`src/rtl/btfnt_pkg.sv`:
```
package btfnt_pkg;

   localparam int unsigned WORD_W = 32;

   localparam logic [6:0] OPC_COND = 7'b1100011;
   localparam logic [6:0] OPC_JMP  = 7'b1101111;
   localparam logic [6:0] OPC_RJMP = 7'b1100111;

   typedef enum logic [1:0] {
      KIND_OTHER = 2'd0,
      KIND_COND  = 2'd1,
      KIND_JMP   = 2'd2,
      KIND_RJMP  = 2'd3
   } cf_kind_e;

   // funct3 codes 010 and 011 are not defined for the conditional opcode
   function automatic logic cond_funct_ok(input logic [2:0] f3);
      return (f3 != 3'b010) && (f3 != 3'b011);
   endfunction

endpackage

```
`src/rtl/btfnt_decode.sv`:
```
module btfnt_decode
   import btfnt_pkg::*;
#(
   parameter int unsigned XLEN = 32
) (
   input  logic [WORD_W-1:0] insn_i,
   output cf_kind_e          kind_o,
   output logic [XLEN-1:0]   disp_o
);

   localparam int unsigned BIMM_W = 13;
   localparam int unsigned JIMM_W = 21;

   logic [BIMM_W-1:0] bimm;
   logic [JIMM_W-1:0] jimm;
   logic [6:0]        opc;
   logic [2:0]        f3;

   assign opc  = insn_i[6:0];
   assign f3   = insn_i[14:12];
   assign bimm = {insn_i[31], insn_i[7], insn_i[30:25], insn_i[11:8], 1'b0};
   assign jimm = {insn_i[31], insn_i[19:12], insn_i[20], insn_i[30:21], 1'b0};

   always_comb begin
      kind_o = KIND_OTHER;
      unique case (opc)
         OPC_COND: kind_o = cond_funct_ok(f3) ? KIND_COND : KIND_OTHER;
         OPC_JMP:  kind_o = KIND_JMP;
         OPC_RJMP: kind_o = KIND_RJMP;
         default:  kind_o = KIND_OTHER;
      endcase
   end

   always_comb begin
      if (kind_o == KIND_JMP)
         disp_o = {{(XLEN-JIMM_W){jimm[JIMM_W-1]}}, jimm};
      else
         disp_o = {{(XLEN-BIMM_W){bimm[BIMM_W-1]}}, bimm};
   end

endmodule

```
`src/rtl/btfnt_redirect.sv`:
```
module btfnt_redirect #(
   parameter int unsigned XLEN = 32
) (
   input  logic            valid_i,
   input  logic            taken_i,
   input  logic            pred_i,
   input  logic [XLEN-1:0] target_i,
   input  logic [XLEN-1:0] pc_i,
   output logic            redirect_o,
   output logic [XLEN-1:0] fix_pc_o
);

   localparam logic [XLEN-1:0] STEP = XLEN'(4);

   assign redirect_o = valid_i && (taken_i != pred_i);
   assign fix_pc_o   = taken_i ? target_i : (pc_i + STEP);

endmodule

```
`src/rtl/btfnt_npc.sv`:
```
module btfnt_npc
   import btfnt_pkg::*;
#(
   parameter int unsigned XLEN          = 32,
   parameter bit          BACKWARD_TAKEN = 1'b1
) (
   input  logic              clk,
   input  logic              rst_n,
   input  logic [XLEN-1:0]   pc_i,
   input  logic [WORD_W-1:0] insn_i,
   input  logic              stall_i,
   input  logic              ex_valid_i,
   input  logic              ex_taken_i,
   input  logic              ex_pred_taken_i,
   input  logic [XLEN-1:0]   ex_target_i,
   input  logic [XLEN-1:0]   ex_pc_i,
   output logic [XLEN-1:0]   next_pc_o,
   output logic              pred_taken_o,
   output logic              squash_o
);

   localparam logic [XLEN-1:0] STEP = XLEN'(4);

   if (XLEN < 32) begin : g_bad_xlen
      $error("btfnt_npc: XLEN must be at least 32");
   end

   cf_kind_e        kind;
   logic [XLEN-1:0] disp;
   logic [XLEN-1:0] seq_pc;
   logic [XLEN-1:0] tgt_pc;
   logic [XLEN-1:0] fix_pc;
   logic            redirect;
   logic            guess;

   btfnt_decode #(.XLEN(XLEN)) u_dec (
      .insn_i (insn_i),
      .kind_o (kind),
      .disp_o (disp)
   );

   btfnt_redirect #(.XLEN(XLEN)) u_fix (
      .valid_i    (ex_valid_i),
      .taken_i    (ex_taken_i),
      .pred_i     (ex_pred_taken_i),
      .target_i   (ex_target_i),
      .pc_i       (ex_pc_i),
      .redirect_o (redirect),
      .fix_pc_o   (fix_pc)
   );

   assign seq_pc = pc_i + STEP;
   assign tgt_pc = pc_i + disp;

   if (BACKWARD_TAKEN) begin : g_btfnt
      assign guess = (kind == KIND_JMP) || ((kind == KIND_COND) && disp[XLEN-1]);
   end else begin : g_not_taken
      assign guess = (kind == KIND_JMP);
   end

   always_comb begin
      if (redirect)
         next_pc_o = fix_pc;
      else if (stall_i)
         next_pc_o = pc_i;
      else if (guess)
         next_pc_o = tgt_pc;
      else
         next_pc_o = seq_pc;
   end

   assign pred_taken_o = guess;
   assign squash_o     = redirect;

   // a squash always carries the corrected address
   p_squash_target_r6: assert property (@(posedge clk) disable iff (!rst_n)
      squash_o |-> (next_pc_o == (ex_taken_i ? ex_target_i : ex_pc_i + STEP)));

   // agreement or an idle EX never squashes
   p_agree_quiet_r7: assert property (@(posedge clk) disable iff (!rst_n)
      (!ex_valid_i || (ex_taken_i == ex_pred_taken_i)) |-> !squash_o);

   // stall without redirect holds the fetch address
   p_stall_hold_r8: assert property (@(posedge clk) disable iff (!rst_n)
      (stall_i && !squash_o) |-> (next_pc_o == pc_i));

   // direct jumps are always guessed taken
   p_jump_taken_r4: assert property (@(posedge clk) disable iff (!rst_n)
      (insn_i[6:0] == OPC_JMP) |-> pred_taken_o);

   // register jumps are always fetched sequentially
   p_rjump_seq_r5: assert property (@(posedge clk) disable iff (!rst_n)
      (insn_i[6:0] == OPC_RJMP && !stall_i && !squash_o) |->
         (!pred_taken_o && next_pc_o == pc_i + STEP));

   // forward conditionals are not taken
   p_forward_seq_r3: assert property (@(posedge clk) disable iff (!rst_n)
      (insn_i[6:0] == OPC_COND && !insn_i[31]) |-> !pred_taken_o);

endmodule

```
`config.mk`:
```
export PLATFORM = sky130hd
export DESIGN_NAME = btfnt_npc
export DESIGN_NICKNAME = d
export VERILOG_FILES = /design/src/rtl/btfnt_pkg.sv /design/src/rtl/btfnt_decode.sv /design/src/rtl/btfnt_redirect.sv /design/src/rtl/btfnt_npc.sv
export SDC_FILE = /design/constraint.sdc
export NUM_CORES = 1
export LEC_CHECK = 0
export ABC_AREA = 1
export BUFFER_PORTS_ARGS = -buffer_cell sky130_fd_sc_hd__buf_2
export CORE_MARGIN = 2
export CORE_UTILIZATION = 55
export DETAILED_ROUTE_END_ITERATION = 7
export GPL_TIMING_DRIVEN = 0
export PLACE_DENSITY = 0.9
export SETUP_SLACK_MARGIN = 0.3
export SYNTH_ARGS = -nofsm -noshare
export SYNTH_HDL_FRONTEND = slang
export SYNTH_SLANG_ARGS = --single-unit
```
`constraint.sdc`:
```
create_clock -name vclk -period 2.9
set_clock_uncertainty 0.1 [all_clocks]
set_input_delay 0.145 -clock vclk [all_inputs]
set_output_delay 0.145 -clock vclk [all_outputs]
set_load 0.05 [all_outputs]
```
==> results.py, run 1 <==
metrics = {
    "run_status": {
        "error_line": "[ERROR GRT-0232] Routing congestion too high. Check the congestion heatmap in the GUI.",
        "outcome": "stopped before the end",
        "haltStage": "global routing (5_1_grt)",
    },
    "yosys": {
        "yosysUniqueCellTypes": 46,
        "syn_area_per_cell_um2": 4.94,
        "synthesis.nets": 1230,
        "syn_area_um2": 5250,
        "ys_warn_count": 0,
        "ys_seq_area_share_pct": 0,
        "syn_inst": 1061,
    },
    "placed_design": {
        "io_buffer_count": 165,
        "dpl.hpwl_mm": 17.8,
        "gp_congestion": 1.04,
        "placed_cells": 1355,
    },
    "floorplan": {
        "die_y_um": 102,
        "fp-row-count": 35,
        "fp.dieW_um": 102,
        "io_pins": 168,
        "start_util_pct": 56.8,
    },
    "timing": {
        "worst_endpoint": "next_pc_o[19]",
        "worst_path_end_type": "output port",
    },
    "global_routing": {
        "overflow": 17,
        "grt_max_degree": 15,
        "grt_use_total_pct": 74.2,
    },
}
-- per-layer routing --
metal,global-route usage [%],GRT overflow
met2,89.3,6
met4,67.8,11
met1,74.0,0
met3,62.9,0
met5,40.9,0
-- kinds of logic after synthesis --
family	after synthesis	share of synthesized area, %
fa+ha+maj	35	8.49
buf+inv	174	14.1
compound gates	165	17.1
simple gates	651	54.1
mux	5	1.07
xor+xnor	31	5.18
-- metrics by stage --
step	setup WS (ns)	instance area, µm²	setup TNS [ns]
floorplan	0.167	5540	0
global placement	-0.442	6530	-5.96
detailed placement	-0.478	6530	-7.21
CTS	-0.0791	7480	-0.258
-- synthesized netlist by cell type, drive strengths merged --
library cell    n  share of area (%)
buf            10                1.4
and3            2               0.24
nand4          18                2.3
a31oi           3               0.36
fa              1               0.38
o21ai          48                4.6
o211ai         13                1.9
nand3b          9                1.3
a22oi           4               0.57
a21boi          2               0.36
clkbuf         14                1.8
nor2          118                9.2
a21oi          88                8.4
o21bai          6               0.86
clkinv          1              0.071
inv           148                 11
nor4            5               0.72
nand2         368                 27
nand3          82                8.1
o22ai           1               0.12
nor3           27                2.9
or2            15                1.8
mux2            5                1.1
xor2           26                4.3
and2            7               0.86
dlygate4sd1     1               0.17
xnor2           5               0.83
ha             34                8.1
-- timing repair --
item                       4_1_cts
setup endpoints to repair       30
pin swaps                       63
cloned                           1
hold buffers                     0
buffers inserted                14
resized for setup              226
==> inputs of run 2 (changes only) <==
Settings changed: CORE_UTILIZATION 55 to 40, PLACE_DENSITY 0.9 to not set, PLACE_DENSITY_LB_ADDON set to 0.15, SETUP_SLACK_MARGIN 0.3 to not set.
==> run 2 against run 1 <==
Against the previous run:
- the flow now finishes, with violations (negative setup slack)
- area after synthesis unchanged
- synthesized cell count unchanged
==> results.py, run 2 <==
metrics = {
    "run_status": {
        "outcome": "complete, but fails checks",
        "violations": "negative setup slack",
    },
    "yosys": {
        "ys_warn_count": 0,
        "yosys.area.top_type": "nand2_1",
        "syn_area_per_cell_um2": 4.94,
        "yosysUniqueCellTypes": 46,
        "ys_seq_area_share_pct": 0,
        "synth.cells.most_frequent": "nand2_1, inv_1, nor2_1, a21oi_1, nand3_1",
        "synth_most_common_cell": "nand2_1",
        "syn_inst": 1061,
        "synthesis.nets": 1230,
        "syn_area_um2": 5250,
        "synth_area_leaders": "nand2_1, inv_1, a21oi_1",
        "netlist.area_leader.share_pct": 26.0,
    },
    "floorplan": {
        "die_y_um": 119,
        "fp.dieW_um": 119,
        "io_pins": 168,
        "start_util_pct": 41.2,
        "core_area_um2": 12700,
        "fp-row-count": 41,
        "dieArea_um2": 14000,
    },
    "final_layout": {
        "seq_cells": 0,
        "multi_input_area_um2": 5130,
        "num-clock-buffers": 0,
        "fin_nets": 1407,
        "layout_common_cells": "nand2_1, inv_1, buf_2",
        "drive_gt1_share_pct": 28.1,
        "area_delta_synth_final_pct": 37.2,
        "antennaDiodeCount": 0,
        "layout_commonest_cell": "nand2_1",
        "fillers": 1444,
        "seqCellArea_um2": 0,
        "utilization_pct": 56.6,
    },
    "global_routing": {
        "overflow": 0,
        "antenna_found_initial": 0,
        "first_global_vias": 7053,
        "grt_use_total_pct": 32.0,
        "grt_pass1_wl_mm": 36.1,
        "grt_max_degree": 15,
    },
    "timing": {
        "setup_slack_ns": -0.124,
        "tightest_slew_ns": 0.667,
        "drv_slew": 0,
        "rsz0062_at_grt": "true",
        "min_period_over_period_pct": 104,
        "fmax_mhz": 331,
        "hold_ws_ns": 0.573,
        "relSlewSlack_pct": 55.5,
        "setup_viol": 22,
        "period_minus_slack_ns": 3.02,
        "hold_viol_final": 0,
    },
    "drt": {
        "drt-initial-drc-count": 719,
        "vias": 7625,
        "wl_per_cell_um": 16.9,
        "via_per_inst": 5.42,
        "drt-total-wl_mm": 23.8,
        "ant_nets": 0,
        "dr.pass1.iters": 5,
        "drcViolationCount": 0,
    },
    "critical_path": {
        "endpoint_kind": "output port",
        "start_kind": "input pin",
        "path_max_fanout": 5,
        "cp_data_required_time_ns": 2.65,
        "path_class": "input pin to output port",
        "worstPathArrival_ns": 2.78,
    },
    "placed_design": {
        "io_buffer_count": 165,
        "pre_cts_slack_ns": -0.492,
        "dpl.hpwl_mm": 19.3,
        "gp_congestion": 1.01,
    },
    "power_and_ir_drop": {
        "seqPwrFrac_pct": 0,
        "vdd_drop_max_uv": 155,
        "p_clk_share_pct": 0,
        "p_sw_uw": 894,
        "p_leak_uw": 0.00373,
        "p_int_uw": 488,
        "pwr_density_cell_nw_per_um2": 192,
        "pwr-share-comb_pct": 100.0,
        "swShare_pct": 64.7,
    },
    "hold_path": {
        "hold_depth": 4,
        "min_path_type": "input pin to output port",
        "min-delay-start": "ex_target_i[31]",
        "hold_end": "next_pc_o[31]",
    },
    "cts": {
        "cts_hold_buf": 0,
    },
    "job": {
        "drv_cap": 0,
    },
}
==> run 2: timing repair <==
action / 4_1_cts / 5_1_grt
setup endpoints to repair: 28 / 28
pin swaps: 32 / 29
buffers inserted: 6 / 3
hold endpoints to repair: 0 / 0
cloned: 1 / 0
gates resized for setup: 150 / 76
==> run 2: layout make-up <==
type,instances,share of cell area [%]
multi-input cells,887,71.3
repair buffers,175,15.3
inverters,149,7.77
well taps,172,2.99
plain buffers,25,2.63
==> run 2: per-layer routing <==
| metal | share of wire, % | vias to the layer above | GRT usage, % |
|---|---|---|---|
| met5 | 0 | - | 0 |
| met4 | 2.1 | 0 | 7.59 |
| met3 | 8.1 | 42 | 2.03 |
| met2 | 44 | 353 | 51.1 |
| met1 | 46 | 3432 | 46.7 |
| li1 | - | 3798 | - |
==> run 2: power groups by stage <==
stage	logic, µW	registers (µW)	clock network (µW)
global route	1490	0	0
detailed placement	1130	0	0
finish	1380	0	0
CTS	1290	0	0
floorplan	768	0	0
global placement	1130	0	0
==> run 2: critical path: stages <==
cell      delay, ns
buf_8          0.08
nand2_4        0.05
nor3_4         0.20
nand3_4        0.15
buf_6          0.16
mux2_4         0.30
ha_4           0.16
fa_2           0.35
nand2_2        0.09
nand2_2        0.05
nand3b_1       0.09
nand2_2        0.09
nand2_2        0.09
nand2_4        0.07
or2_4          0.23
nand3_2        0.06
nand3_2        0.07
nand2_2        0.10
o21ai_2        0.06
buf_6          0.15
==> run 2: cell families (layout without fill, tap and decap cells) <==
logic type / Yosys count / in the layout / synth area share (%)
adder cells (fa/ha/maj): 35 / 35 / 8.49
XOR/XNOR: 31 / 31 / 5.18
AO/OA/AOI/OAI: 165 / 165 / 17.1
buffers and inverters: 174 / 349 / 14.1
multiplexers: 5 / 5 / 1.07
AND/OR/NAND/NOR: 651 / 651 / 54.1
==> run 2: worst max-delay path by stage <==
stage / from / cells after the start / to / slack, ns
after floorplan: insn_i[6] / 14 / next_pc_o[5] / -0.14
after global placement: insn_i[6] / 19 / next_pc_o[15] / -0.49
after detailed placement: insn_i[6] / 19 / next_pc_o[15] / -0.49
after CTS: insn_i[5] / 19 / next_pc_o[11] / -0.07
after global routing: insn_i[5] / 21 / next_pc_o[17] / -0.25
final: insn_i[5] / 20 / next_pc_o[15] / -0.12
==> run 2: through the flow <==
step / std cells / power, µW / setup TNS, ns / cell area [µm²]
floorplan: 1061 / 768 / -0.140 / 5270
global placement: 1398 / 1130 / -9.87 / 6310
detailed placement: 1398 / 1130 / -10.17 / 6310
CTS: 1405 / 1290 / -0.390 / 6890
global route: 1408 / 1490 / -4.27 / 7200
finish: 1408 / 1380 / -1.22 / 7200
Power figures use the tool's default switching activity.
